$ cat src/rtl/pme_aggregator.sv
module pme_aggregator #(
  parameter int N_GPIO = 4
) (
  input  logic              clk,
  input  logic              rst_n,
  input  logic              ring_a,
  input  logic              ring_b,
  input  logic              kbd_dat,
  input  logic              ms_dat,
  input  logic              tach_evt,
  input  logic [N_GPIO-1:0] gpio_in,
  input  logic              grp_irq,
  input  logic              wr_en,
  input  logic [3:0]        wr_addr,
  input  logic [7:0]        wr_data,
  input  logic [3:0]        rd_addr,
  output logic [7:0]        rd_data,
  output logic              pme_pin,
  output logic              pme_oe
);
  localparam int NSRC = 5;
  localparam int NIN  = NSRC + N_GPIO + 1;

  logic [NIN-1:0] raw, s1, s2, s3;
  assign raw = {grp_irq, gpio_in, tach_evt, ms_dat, kbd_dat, ring_b, ring_a};

  always_ff @(posedge clk or negedge rst_n)
    if (!rst_n) begin
      s1 <= '0; s2 <= '0; s3 <= '0;
    end else begin
      s1 <= raw; s2 <= s1; s3 <= s2;
    end

  wire [NIN-1:0] rise = s2 & ~s3;
  wire [NIN-1:0] fall = ~s2 & s3;

  logic [NSRC-1:0]   sts_a, en_a;
  logic [N_GPIO-1:0] sts_g, en_g, inv_g, both_g;
  logic              en_c, gen, act_hi, push_pull, gsts;
  logic [7:0]        route;

  wire [NSRC-1:0] set_a = {rise[4], fall[3], fall[2], rise[1] | fall[1], rise[0] | fall[0]};

  logic [N_GPIO-1:0] set_g;
  for (genvar k = 0; k < N_GPIO; k++) begin : g_edge
    assign set_g[k] = both_g[k] ? (rise[NSRC+k] | fall[NSRC+k])
                                : (inv_g[k] ? fall[NSRC+k] : rise[NSRC+k]);
  end

  wire mirror  = route[5] & s2[NIN-1];
  wire pending = |(sts_a & en_a) | |(sts_g & en_g) | (mirror & en_c);
  wire wr_ctl  = wr_en && wr_addr == 4'd0;

  always_ff @(posedge clk or negedge rst_n)
    if (!rst_n) begin
      sts_a <= '0; en_a <= '0; sts_g <= '0; en_g <= '0;
      inv_g <= '0; both_g <= '0; en_c <= 1'b0; route <= '0;
      gen <= 1'b0; act_hi <= 1'b0; push_pull <= 1'b0; gsts <= 1'b0;
    end else begin
      sts_a <= (sts_a & ~((wr_en && wr_addr == 4'd1) ? wr_data[NSRC-1:0] : '0)) | set_a;
      sts_g <= (sts_g & ~((wr_en && wr_addr == 4'd3) ? wr_data[N_GPIO-1:0] : '0)) | set_g;
      if (pending)                gsts <= 1'b1;
      else if (wr_ctl && wr_data[1]) gsts <= 1'b0;
      if (wr_ctl) begin
        gen <= wr_data[0]; act_hi <= wr_data[6]; push_pull <= wr_data[7];
      end
      if (wr_en) begin
        case (wr_addr)
          4'd2: en_a   <= wr_data[NSRC-1:0];
          4'd4: en_g   <= wr_data[N_GPIO-1:0];
          4'd6: en_c   <= wr_data[3];
          4'd7: inv_g  <= wr_data[N_GPIO-1:0];
          4'd8: both_g <= wr_data[N_GPIO-1:0];
          4'd9: route  <= wr_data;
          default: ;
        endcase
      end
    end

  always_comb
    case (rd_addr)
      4'd0:    rd_data = {push_pull, act_hi, 4'b0, gsts, gen};
      4'd1:    rd_data = 8'(sts_a);
      4'd2:    rd_data = 8'(en_a);
      4'd3:    rd_data = 8'(sts_g);
      4'd4:    rd_data = 8'(en_g);
      4'd5:    rd_data = {4'b0, mirror, 3'b0};
      4'd6:    rd_data = {4'b0, en_c, 3'b0};
      4'd7:    rd_data = 8'(inv_g);
      4'd8:    rd_data = 8'(both_g);
      4'd9:    rd_data = route;
      default: rd_data = 8'h00;
    endcase

  wire req = gen & pending;
  assign pme_pin = act_hi ? req : ~req;
  assign pme_oe  = push_pull | ~pme_pin;

  AST_IDLE_WHEN_OFF: assert property (@(posedge clk) disable iff (!rst_n)
    !gen |-> pme_pin == ~act_hi);
  AST_GSTS_FOLLOWS: assert property (@(posedge clk) disable iff (!rst_n)
    pending |=> gsts);
  AST_ZERO_WRITE_KEEPS: assert property (@(posedge clk) disable iff (!rst_n)
    (wr_en && wr_addr == 4'd1 && wr_data == 8'h00) |=> ((sts_a & $past(sts_a)) == $past(sts_a)));
  AST_OD_SINKS_ONLY: assert property (@(posedge clk) disable iff (!rst_n)
    (!push_pull && pme_oe) |-> !pme_pin);
  AST_MIRROR_GATED: assert property (@(posedge clk) disable iff (!rst_n)
    !route[5] |-> rd_addr != 4'd5 || rd_data == 8'h00);
endmodule

$ cat config.mk
export PLATFORM = sky130hd
export DESIGN_NAME = pme_aggregator
export DESIGN_NICKNAME = d
export VERILOG_FILES = /design/src/rtl/pme_aggregator.sv
export SDC_FILE = /design/constraint.sdc
export NUM_CORES = 1
export LEC_CHECK = 0
export ABC_CLOCK_PERIOD_IN_PS = 4750
export BUFFER_PORTS_ARGS = -buffer_cell sky130_fd_sc_hd__buf_2
export CORE_ASPECT_RATIO = 2
export CORE_MARGIN = 3
export CORE_UTILIZATION = 55
export DETAILED_ROUTE_END_ITERATION = 12
export PLACE_DENSITY = 0.83
export SYNTH_ARGS = -nofsm -noshare
export SYNTH_HDL_FRONTEND = slang
export SYNTH_SLANG_ARGS = --single-unit
$ cat constraint.sdc
create_clock -name clk -period 4.75 [get_ports clk]
set_clock_uncertainty 0.05 [all_clocks]
set_input_delay 0.95 -clock clk [delete_from_list [all_inputs] [get_ports clk]]
set_output_delay 0.95 -clock clk [all_outputs]
set_load 0.02 [all_outputs]
# == Yosys cells after proc, flatten, opt, wreduce, memory -nomap -nowiden ==
# Index checks and enable logic that the tools add are counted.
# totals
register_bits,68
inputBits,29
output_inout_bits,10
word_cells,87
# op_classes
eq_ne,17
n_mux,14
bitwise,26
n_reduce_logical,15
# ops
cell,n
$pmux W8 S10,1
$eq A4 B3 Y1 const B,7
$and A9 B9 Y9,2
$not A9 Y9,2
$eq A4 B2 Y1 const B,4
$eq A4 B4 Y1 const B,4
$reduce_and A2 Y1,6
$mux W1,11
$and A5 B5 Y5,2
$or A1 B1 Y1,9
$and A4 B4 Y4,2
$eq A4 B1 Y1 const B,2
$logic_not A4 Y1,2
$mux W5,1
$not A5 Y5,1
$or A5 B5 Y5,1
$reduce_or A5 Y1,1
$logic_and A1 B1 Y1,4
$mux W4,1
$not A4 Y4,1
$or A4 B4 Y4,1
$reduce_or A4 Y1,1
$and A1 B1 Y1,3
$not A1 Y1,2
$reduce_bool A2 Y1,1

# == Depth between registers and ports, before layout ==
# Gate-level depths: netlist of run 1.
# logic_depth
depth_word,9
ltp_mapped,6
mapped_depth_nobuf,6

# == Least setup slack after synthesis of run 1 ==
# Ideal clock, no wire load.
# synth_timing
path_type,input to output
start,input rd_addr[0]
end,output rd_data[3]
arrival_ps,2192
required_time_ps,3750
path_slack_ps,1558
cell_stages,6
path_buffers,2
cell_sequence,buf_2 > clkbuf_1 > a21oi_1 > a311oi_1 > a21oi_1 > o21ai_0
# synth_between
elab_chain_len,2
elab_cells_between_ends,11
cone_classes,9 x eq/ne; 1 x mux; 1 x reduce/logical
# synth_lines
item,line,source
from (decl),16,"input logic [3:0] rd_addr,"
"$eq A4 B4 Y1, or another cell as far along",81,case (rd_addr)
$pmux W8 S10 (*),81,
to (decl),17,"output logic [7:0] rd_data,"
# Mark *: on every way between the ends. The rest lies on a longest branch, timed or not.

# == Worst setup path in the final report of run 1 ==
# layout_timing
start,input rd_addr[0]
end,output rd_data[0]
# The elaborated chain is that of the path after synthesis.

==> results of run 1 <==
==> flip-flops by register name (all words and copies together) (netlist names) <==
name	flops
act_hi	1
both_g	4
en_a	5
en_c	1
en_g	4
gen	1
gsts	1
inv_g	4
push_pull	1
route	8
s1	10
s2	10
s3	9
sts_a	5
sts_g	4
==> power groups by stage <==
stage	registers (uW)	clock network [uW]	logic, uW
2_1_floorplan	700	0	156
3_3_place_gp	724	0	208
3_5_place_dp	729	0	217
4_1_cts	718	393	218
5_1_grt	727	418	239
6_report	719	377	217
==> cell type report <==
cell class | instances | area share
inverters | 12 | 0.01327
clock buffers | 12 | 0.04276
repair buffers | 39 | 0.05824
flip-flops and latches | 68 | 0.5013
multi-input cells | 157 | 0.3631
well taps | 58 | 0.02138
==> worst reg2reg max path: cells and delay by family (launching register included) <==
family / cells / cell delay [ns]
compound gates: 2 / 0.76
flops: 1 / 0.42
simple gates: 1 / 0.14
==> cells by family after synthesis <==
logic type      count (synthesis)
simple gates                   63
flops                          68
fa+ha+maj                       8
compound gates                 51
buf+inv                        21
mux                            33
xor+xnor                        2
==> layout by cell type, fill, tap and decap left out, drive strengths merged, types with 2 or more instances in the layout <==
master   n
a211oi   5
a21o     8
a21oi   12
a22o     3
a22oi    6
a311oi   2
a32oi    2
and3     5
buf     39
clkbuf  12
dfrtp   68
ha       8
inv     12
mux2    32
nand2   18
nand2b   5
nand3    3
nand3b   4
nor2     7
nor2b    7
nor3     4
nor3b    2
o211ai   2
o21ai    5
or3b     2
xor2     2
==> metal layers <==
metal / vias to the layer above / track usage / part of all wire
li1: 967 / - / -
met5: - / 0 / 0
met4: 0 / 0.1316 / 0.044
met2: 66 / 0.3674 / 0.54
met3: 22 / 0.05711 / 0.041
met1: 1028 / 0.2267 / 0.38
==> through the flow <==
step | cell area [um^2] | std cells
6_report | 3395 | 346
5_1_grt | 3395 | 346
4_1_cts | 3395 | 346
3_5_place_dp | 3249 | 334
3_3_place_gp | 3249 | 334
2_1_floorplan | 3022 | 246
==> worst min-delay path by stage <==
stage	start	endpoint	slack [ns]	cells past startpoint
floorplan	s1[0]	s2[0]	0.28	0
global placement	s1[0]	s2[0]	0.28	0
detailed placement	s1[3]	s2[3]	0.29	0
CTS	s1[3]	s2[3]	0.30	0
global route	s1[4]	s2[4]	0.31	0
finish	s1[3]	s2[3]	0.30	0
==> metrics.txt, run 1 <==
Core ar. 5231 um^2; Synth Instances between 200 and 250; Synth Area in Simple Gates 0.1180; multi-input logic area 1232 um^2; syn_nets roughly 280; Bufs and invs on worst path 2; Synth Register Bits 68; register area between 1500 and 2000 um^2; Post-synth EDFFs 0; diode count 0; First-pass DRT Iterations 5; Leak about 0.0015 uW; DRT iter0 DRCs 101; Vias 2083; wirelength, routed a little over 6 mm; DRC viols 0; Rel. slew slack 0.4694; Worst IR Drop VDD 0.3148 mV; cell taking the most area after synthesis dfrtp_1; CTS HTree Levels 3; Hold Buf Count CTS 0; setup violators final 0; post-synthesis sequential area ratio 0.5631; Sw Share 0.2714; initial antenna violation count 0; Top delay family on crit path multiplexers; clk slew on worst S/H paths 0.06 ns; global-route wire length before repair 10.31 mm; multiplexer share of the synthesized area 0.1329; TritonCTS clock tree built; worst-skew pair later-pin latency 0.34 ns; Synth top area share 0.5631; CP arrival roughly 2.3 ns; ranking of synthesized cells by area dfrtp_1, mux2_2, ha_1, mux2_4, nand2_1; Synth top cells by count dfrtp_1, mux2_2, nand2_1; CP Depth 5; max-slew violation count 0; GRT Util Overall 0.2163; Slowest-stage cell, CP mux4_2; Cell Rows 37; post-DR wirelength/cell 18.02 um; gr ovfl total 0; FFs w/ async S/R, synth 1.000; status finished clean; worst r2r dst gsts; Startpoint Class primary input; hold slack 0.2970 ns; clock network power share 0.287; Initial Util 0.5776; CP peak stage delay 0.54 ns; Clock Path Buffers 2; Die Wd roughly 58 um; RSZ-0062 raised after global routing false; Internal Power 956.6 uW; post-CTS setup buffers 0; Cell Pwr Density between 300 and 400 nW/um^2; r2r startpoint sts_a[2]; max frequency 300.8 MHz; CP max FO 20; die area 6473 um^2; xor and xnor area share after synthesis 0.005797; fillcell total 423; Vias/cell 6.020; number of global-route vias before repair around 2200; CP most frequent cell buf_2; DRT antenna net count 0; final worst setup slack 1.425 ns; NetSw about 360 uW; Worst Hold Class register to register; Mean Syn Cell Area around 12 um^2; Setup CP Type primary input to output pin; PortBufs 38; Comb pwr share 0.165; Layout area overhead 12.34%; clk root buf clkbuf_8; worst-margin pin slew 0.7942 ns; Final min period 3.325 ns; ys flop type dfrtp_1; largest net degree at the start of global routing 38; Synth Area in Compound Gates 0.1180; PostCTS Resize Cnt 0; Final period util 0.7000; pre-CTS setup slack 1.425 ns; IO Count 39; start point of the critical path rd_addr[0]; Required @ worst endpoint ~3.8 ns; total power 1313 uW; CP Capture Type output pin; Inserted Clock Buffers 9; Final GP Congestion a little under 0.9; largest family of logic cells by synthesized area multiplexers; share of layout cells above drive strength 1 0.2917; count leader, synth dfrtp_1; fin nets 324; Ys Warns 0; Hold Violations, Final 0; adder-cell area share of the yosys netlist 0.03313; Layout Utilization 0.6489; Yosys cell types 43; Die Span Y 110.8 um; R2R cell count 3; Flop pwr share 0.547; clk sinks 68; R2R setup slack 3.29 ns; critical path capture point rd_data[0]; Post-DP HPWL approximately 4.6 mm; crit-path cells buf_2, mux4_2, a221oi_1, a21oi_1, buf_2; maxcap violations 0; Post-Syn Area 3022 um^2; setup_tns 0 ns
Power figures use the tool's default switching activity.
==> run 2, diff against run 1 <==
ABC_CLOCK_PERIOD_IN_PS = 3500   (was 4750)
clock period = 3.5 ns   (was 4.75 ns; I/O delays follow)
==> metrics.txt, run 2 (same netlist as run 1, synthesis figures left out) <==
Startpoint Class register (was primary input); Leak 0.001561 uW (was 0.001541 uW); Die Span Y 110.8 um (unchanged); Final period util 0.8207; Inserted Clock Buffers 9 (unchanged); largest net degree at the start of global routing 44 (was 38); global-route wire length before repair 10.13 mm (was 10.31 mm); max frequency 348.1 MHz; worst-margin pin slew 0.9251 ns (was 0.7942 ns); PostCTS Resize Cnt 0 (unchanged); post-DR wirelength/cell 17.43 um (was 18.02 um); max-slew violation count 0 (unchanged); DRC viols 0 (unchanged); total power 1819 uW (was 1313 uW); R2R cell count 3 (unchanged); Die Wd 58.41 um (unchanged); initial antenna violation count 0 (unchanged); Worst Hold Class register to register (unchanged); most frequent cells in the layout dfrtp_1, buf_2, mux2_2 (unchanged); final std cells w/o fill 350 (was 346); status finished clean (unchanged); IO Count 39 (unchanged); Cell Rows 37 (unchanged); Vias/cell 5.854 (was 6.020); Rel. slew slack 0.3833 (was 0.4694); worst hold path depth 0 (unchanged); most common cell after layout, fill and taps aside dfrtp_1 (unchanged); share of layout cells above drive strength 1 0.3014 (was 0.2917); Hold Buf Count CTS 0 (unchanged); clk root buf clkbuf_8 (unchanged); Required @ worst endpoint 2.75 ns (was 3.75 ns); wirelength, routed 6.099 mm (was 6.235 mm); DRT antenna net count 0 (unchanged); worst-skew pair later-pin latency 0.34 ns (about the same); fin nets 325 (was 324); setup_tns 0 ns (unchanged); Worst IR Drop VDD 0.4095 mV (was 0.3148 mV); maxcap violations 0 (unchanged); CTS HTree Levels 3 (unchanged); DRT iter0 DRCs 91 (was 101); Initial Util 0.5776 (unchanged); hold slack 0.2965 ns (was 0.2970 ns); CP max FO 3 (was 20); clk sinks 68 (unchanged); CP peak stage delay 0.63 ns (was 0.54 ns); Layout area overhead 13.37% (was 12.34%); biggest regs s1 x10, s2 x10, s3 x9 (unchanged); Bufs and invs on worst path 1 (was 2); Final min period 2.873 ns; die area 6473 um^2 (unchanged); CP arrival 2.12 ns (was 2.32 ns); Post-DP HPWL 4.607 mm (was 4.616 mm); multi-input logic area 1232 um^2 (unchanged); GRT Util Overall 0.2149 (was 0.2163); RSZ-0062 raised after global routing false (unchanged); number of global-route vias before repair 2087 (was 2173); Setup CP Type register to output pin (was primary input to output pin); PortBufs 38 (unchanged); CP Depth 5 (unchanged); Slowest-stage cell, CP a222oi_1 (was mux4_2); setup violators final 0 (unchanged); diode count 0 (unchanged); post-CTS setup buffers 0 (unchanged); Hold Violations, Final 0 (unchanged); Final GP Congestion 0.8883 (was 0.8831); gr ovfl total 0 (unchanged); clk slew on worst S/H paths 0.07 ns (was 0.06 ns); register area 1702 um^2 (unchanged); Cell Pwr Density 530.9 nW/um^2 (was 386.8 nW/um^2); fillcell total 425 (was 423); TritonCTS clock tree built (unchanged); First-pass DRT Iterations 4 (was 5); placed cell count 335 (was 334); Layout Utilization 0.6549 (was 0.6489); Vias 2049 (was 2083); crit-path cells a222oi_1, o21ai_0, a311oi_1, nand2b_1, buf_2 (was buf_2, mux4_2, a221oi_1, a21oi_1, buf_2); Clock Path Buffers 2 (unchanged); Core ar. 5231 um^2 (unchanged); CP Capture Type output pin (unchanged); Top delay family on crit path compound AO/OA/AOI/OAI gates (was multiplexers)
-- run 2: worst paths after layout --
kind	startpoint	endpoint	slack, ns
hold reg to reg	s1[0]	s2[0]	0.30
setup reg to reg	sts_a[2]	gsts	2.01
setup / recovery	sts_a[2]	pme_oe	0.63
hold / removal	s1[0]	s2[0]	0.30
min in group asynchronous	rst_n	sts_g[3]	0.44
max in group asynchronous	rst_n	s2[2]	2.24
-- run 2: power breakdown --
group          total (uW)  leakage (uW)  internal, uW  switching [uW]
registers             971      0.000783           885            85.9
clock network         554     0.0000893           290             264
logic                 293      0.000689           153             141
-- run 2: metal layers --
layer | routed length, um | share of wire | up-vias | track usage
met4 | 316 | 0.052 | 0 | 0.1656
met2 | 3158 | 0.52 | 63 | 0.3323
met1 | 2375 | 0.39 | 998 | 0.2447
li1 | - | - | 969 | -
met5 | 0 | 0 | - | 0
met3 | 248 | 0.041 | 19 | 0.05245
-- run 2: cell type report --
class / count / area share
Clock buffer: 13 / 0.04638
Clock inverter: 2 / 0.002922
Inverter: 12 / 0.01315
Multi-Input combinational cell: 157 / 0.3598
Sequential cell: 68 / 0.4967
Tap cell: 58 / 0.02118
Timing Repair Buffer: 40 / 0.05990
-- run 2: per-stage QoR --
stage	worst slack (ns)	area [um^2]
final	0.6275	3426
after global routing	0.5621	3426
after CTS	0.6498	3426
after detailed placement	0.6927	3257
after global placement	0.7118	3257
after floorplan	0.8081	3022
==> run 3, diff against run 2 <==
ABC_CLOCK_PERIOD_IN_PS = 2600   (was 3500)
CORE_UTILIZATION = 51   (was 55)
PLACE_DENSITY = 0.82   (was 0.83)
clock period = 2.6 ns   (was 3.5 ns; I/O delays follow)
==> metrics.txt, run 3 (same netlist as run 1, synthesis figures left out) <==
CP max FO 3 (unchanged); Cell Pwr Density 829.3 nW/um^2 (was 530.9 nW/um^2); First-pass DRT Iterations 6 (was 4); IO Count 39 (unchanged); post-DR wirelength/cell 18.07 um (was 17.43 um); CTS HTree Levels 3 (unchanged); RSZ-0062 raised after global routing false (unchanged); max frequency 397.7 MHz; setup_tns 0 ns (unchanged); DRC viols 0 (unchanged); share of layout cells above drive strength 1 0.3176 (was 0.3014); Die Span Y 114.9 um (was 110.8 um); most common cell after layout, fill and taps aside dfrtp_1 (unchanged); wirelength, routed 6.452 mm (was 6.099 mm); Worst Hold Class primary input to asynchronous set/reset pin (was register to register); final std cells w/o fill 357 (was 350); Inserted Clock Buffers 9 (unchanged); pre-CTS setup slack 0.1846 ns (was 0.6927 ns); Startpoint Class register (unchanged); max-slew violation count 0 (unchanged); GRT Util Overall 0.2147 (was 0.2149); TritonCTS clock tree built (unchanged); Die Wd 60.43 um (was 58.41 um); Leak 0.001652 uW (was 0.001561 uW); clk sinks 68 (unchanged); Post-DP HPWL 4.628 mm (was 4.607 mm); setup violators final 0 (unchanged); number of global-route vias before repair 2211 (was 2087); Vias 2129 (was 2049); Cell Rows 39 (was 37); Rel. slew slack 0.5523 (was 0.3833); post-CTS setup buffers 0 (unchanged); Post-DP Area 3296 um^2 (was 3257 um^2); Final min period 2.515 ns; maxcap violations 0 (unchanged); die area 6940 um^2 (was 6473 um^2); hold slack 0.1481 ns (was 0.2965 ns); DRT iter0 DRCs 87 (was 91); clk root buf clkbuf_16 (was clkbuf_8); Layout area overhead 19.79% (was 13.37%); most frequent cells in the layout dfrtp_1, buf_2, mux2_2 (unchanged); worst-margin pin slew 0.6664 ns (was 0.9251 ns); fin nets 328 (was 325); CP Capture Type output pin (unchanged); placed cell count 341 (was 335); CP arrival 1.94 ns (was 2.12 ns); Hold Violations, Final 0 (unchanged); clk slew on worst S/H paths 0.05 ns (was 0.07 ns); DRT antenna net count 0 (unchanged); final instance area 3620 um^2 (was 3426 um^2); Initial Util 0.5293 (was 0.5776); Worst IR Drop VDD 0.8031 mV (was 0.4095 mV); global-route wire length before repair 10.74 mm (was 10.13 mm); status finished clean (unchanged); biggest regs s1 x10, s2 x10, s3 x9 (unchanged); Required @ worst endpoint 2.03 ns (was 2.75 ns); PortBufs 38 (unchanged); Final GP Congestion 0.9059 (was 0.8883); final worst setup slack 0.08528 ns (was 0.6275 ns); Setup CP Type register to output pin (unchanged); initial antenna violation count 0 (unchanged); Clock Path Buffers 2 (unchanged); worst-skew pair later-pin latency 0.33 ns (was 0.34 ns); diode count 0 (unchanged); Final period util 0.9672; Core ar. 5709 um^2 (was 5231 um^2); largest net degree at the start of global routing 69 (was 44); gr ovfl total 0 (unchanged); Vias/cell 5.964 (was 5.854)
-- run 3: changes by cell type in the layout (fill, tap and decap cells not counted), moves of 2 or more --
cell,before,now
buf_4,2,4
clkbuf_16,0,9
bufinv_16,0,2
clkbuf_8,11,1
-- run 3: path summary, 6_finish.rpt --
path                       startpoint     end  slack (ns)  cells past startpoint
setup / recovery             sts_a[2]  pme_oe        0.09                      6
hold / removal                  rst_n   s3[4]        0.15                      2
hold reg to reg                 s1[3]   s2[3]        0.29                      0
min in group clk             tach_evt   s1[4]        0.25                      1
max in group asynchronous       rst_n   s3[0]        2.05                      2
setup reg to reg             sts_g[2]    gsts        1.17                      4
-- run 3: through the flow --
stage	util	total power, uW
4_1_cts	0.6329	3026
3_3_place_gp	0.5773	1717
6_report	0.6340	3002
3_5_place_dp	0.5773	1734
5_1_grt	0.6340	3144
2_1_floorplan	-	1564
-- run 3: routing by layer --
| metal | part of all wire | global-route usage |
|---|---|---|
| met5 | 0 | 0 |
| met4 | 0.070 | 0.1809 |
| met3 | 0.043 | 0.05393 |
| met2 | 0.52 | 0.3324 |
| met1 | 0.36 | 0.2378 |
-- run 3: critical path, cell delays in order, from the launching register on --
cell and delay, ns:
dfrtp_1 0.42, a222oi_1 0.42, buf_4 0.19, o21ai_0 0.10, a311oi_2 0.24, nand2b_1 0.08
buf_2 0.16
-- run 3: layout make-up --
cell class / count / area (um^2)
clock inverter: 5 / 75.07
fill: 451 / 2090
clock buffer: 11 / 242.7
multi-input combinational: 157 / 1239
tap: 61 / 76.32
timing repair buffer: 43 / 240.2
inverter: 12 / 45.04
sequential: 68 / 1702
-- run 3: repair_timing --
action / in CTS / in global routing
gates resized for setup: 0 / 1
setup endpoints to repair: 0 / 2
hold buffers: 0 / 0
-- run 3: power by group --
part	internal [uW]	switching, uW	total [uW]
Sequential	1190	116	1310
Combinational	216	200	417
Clock	859	416	1280
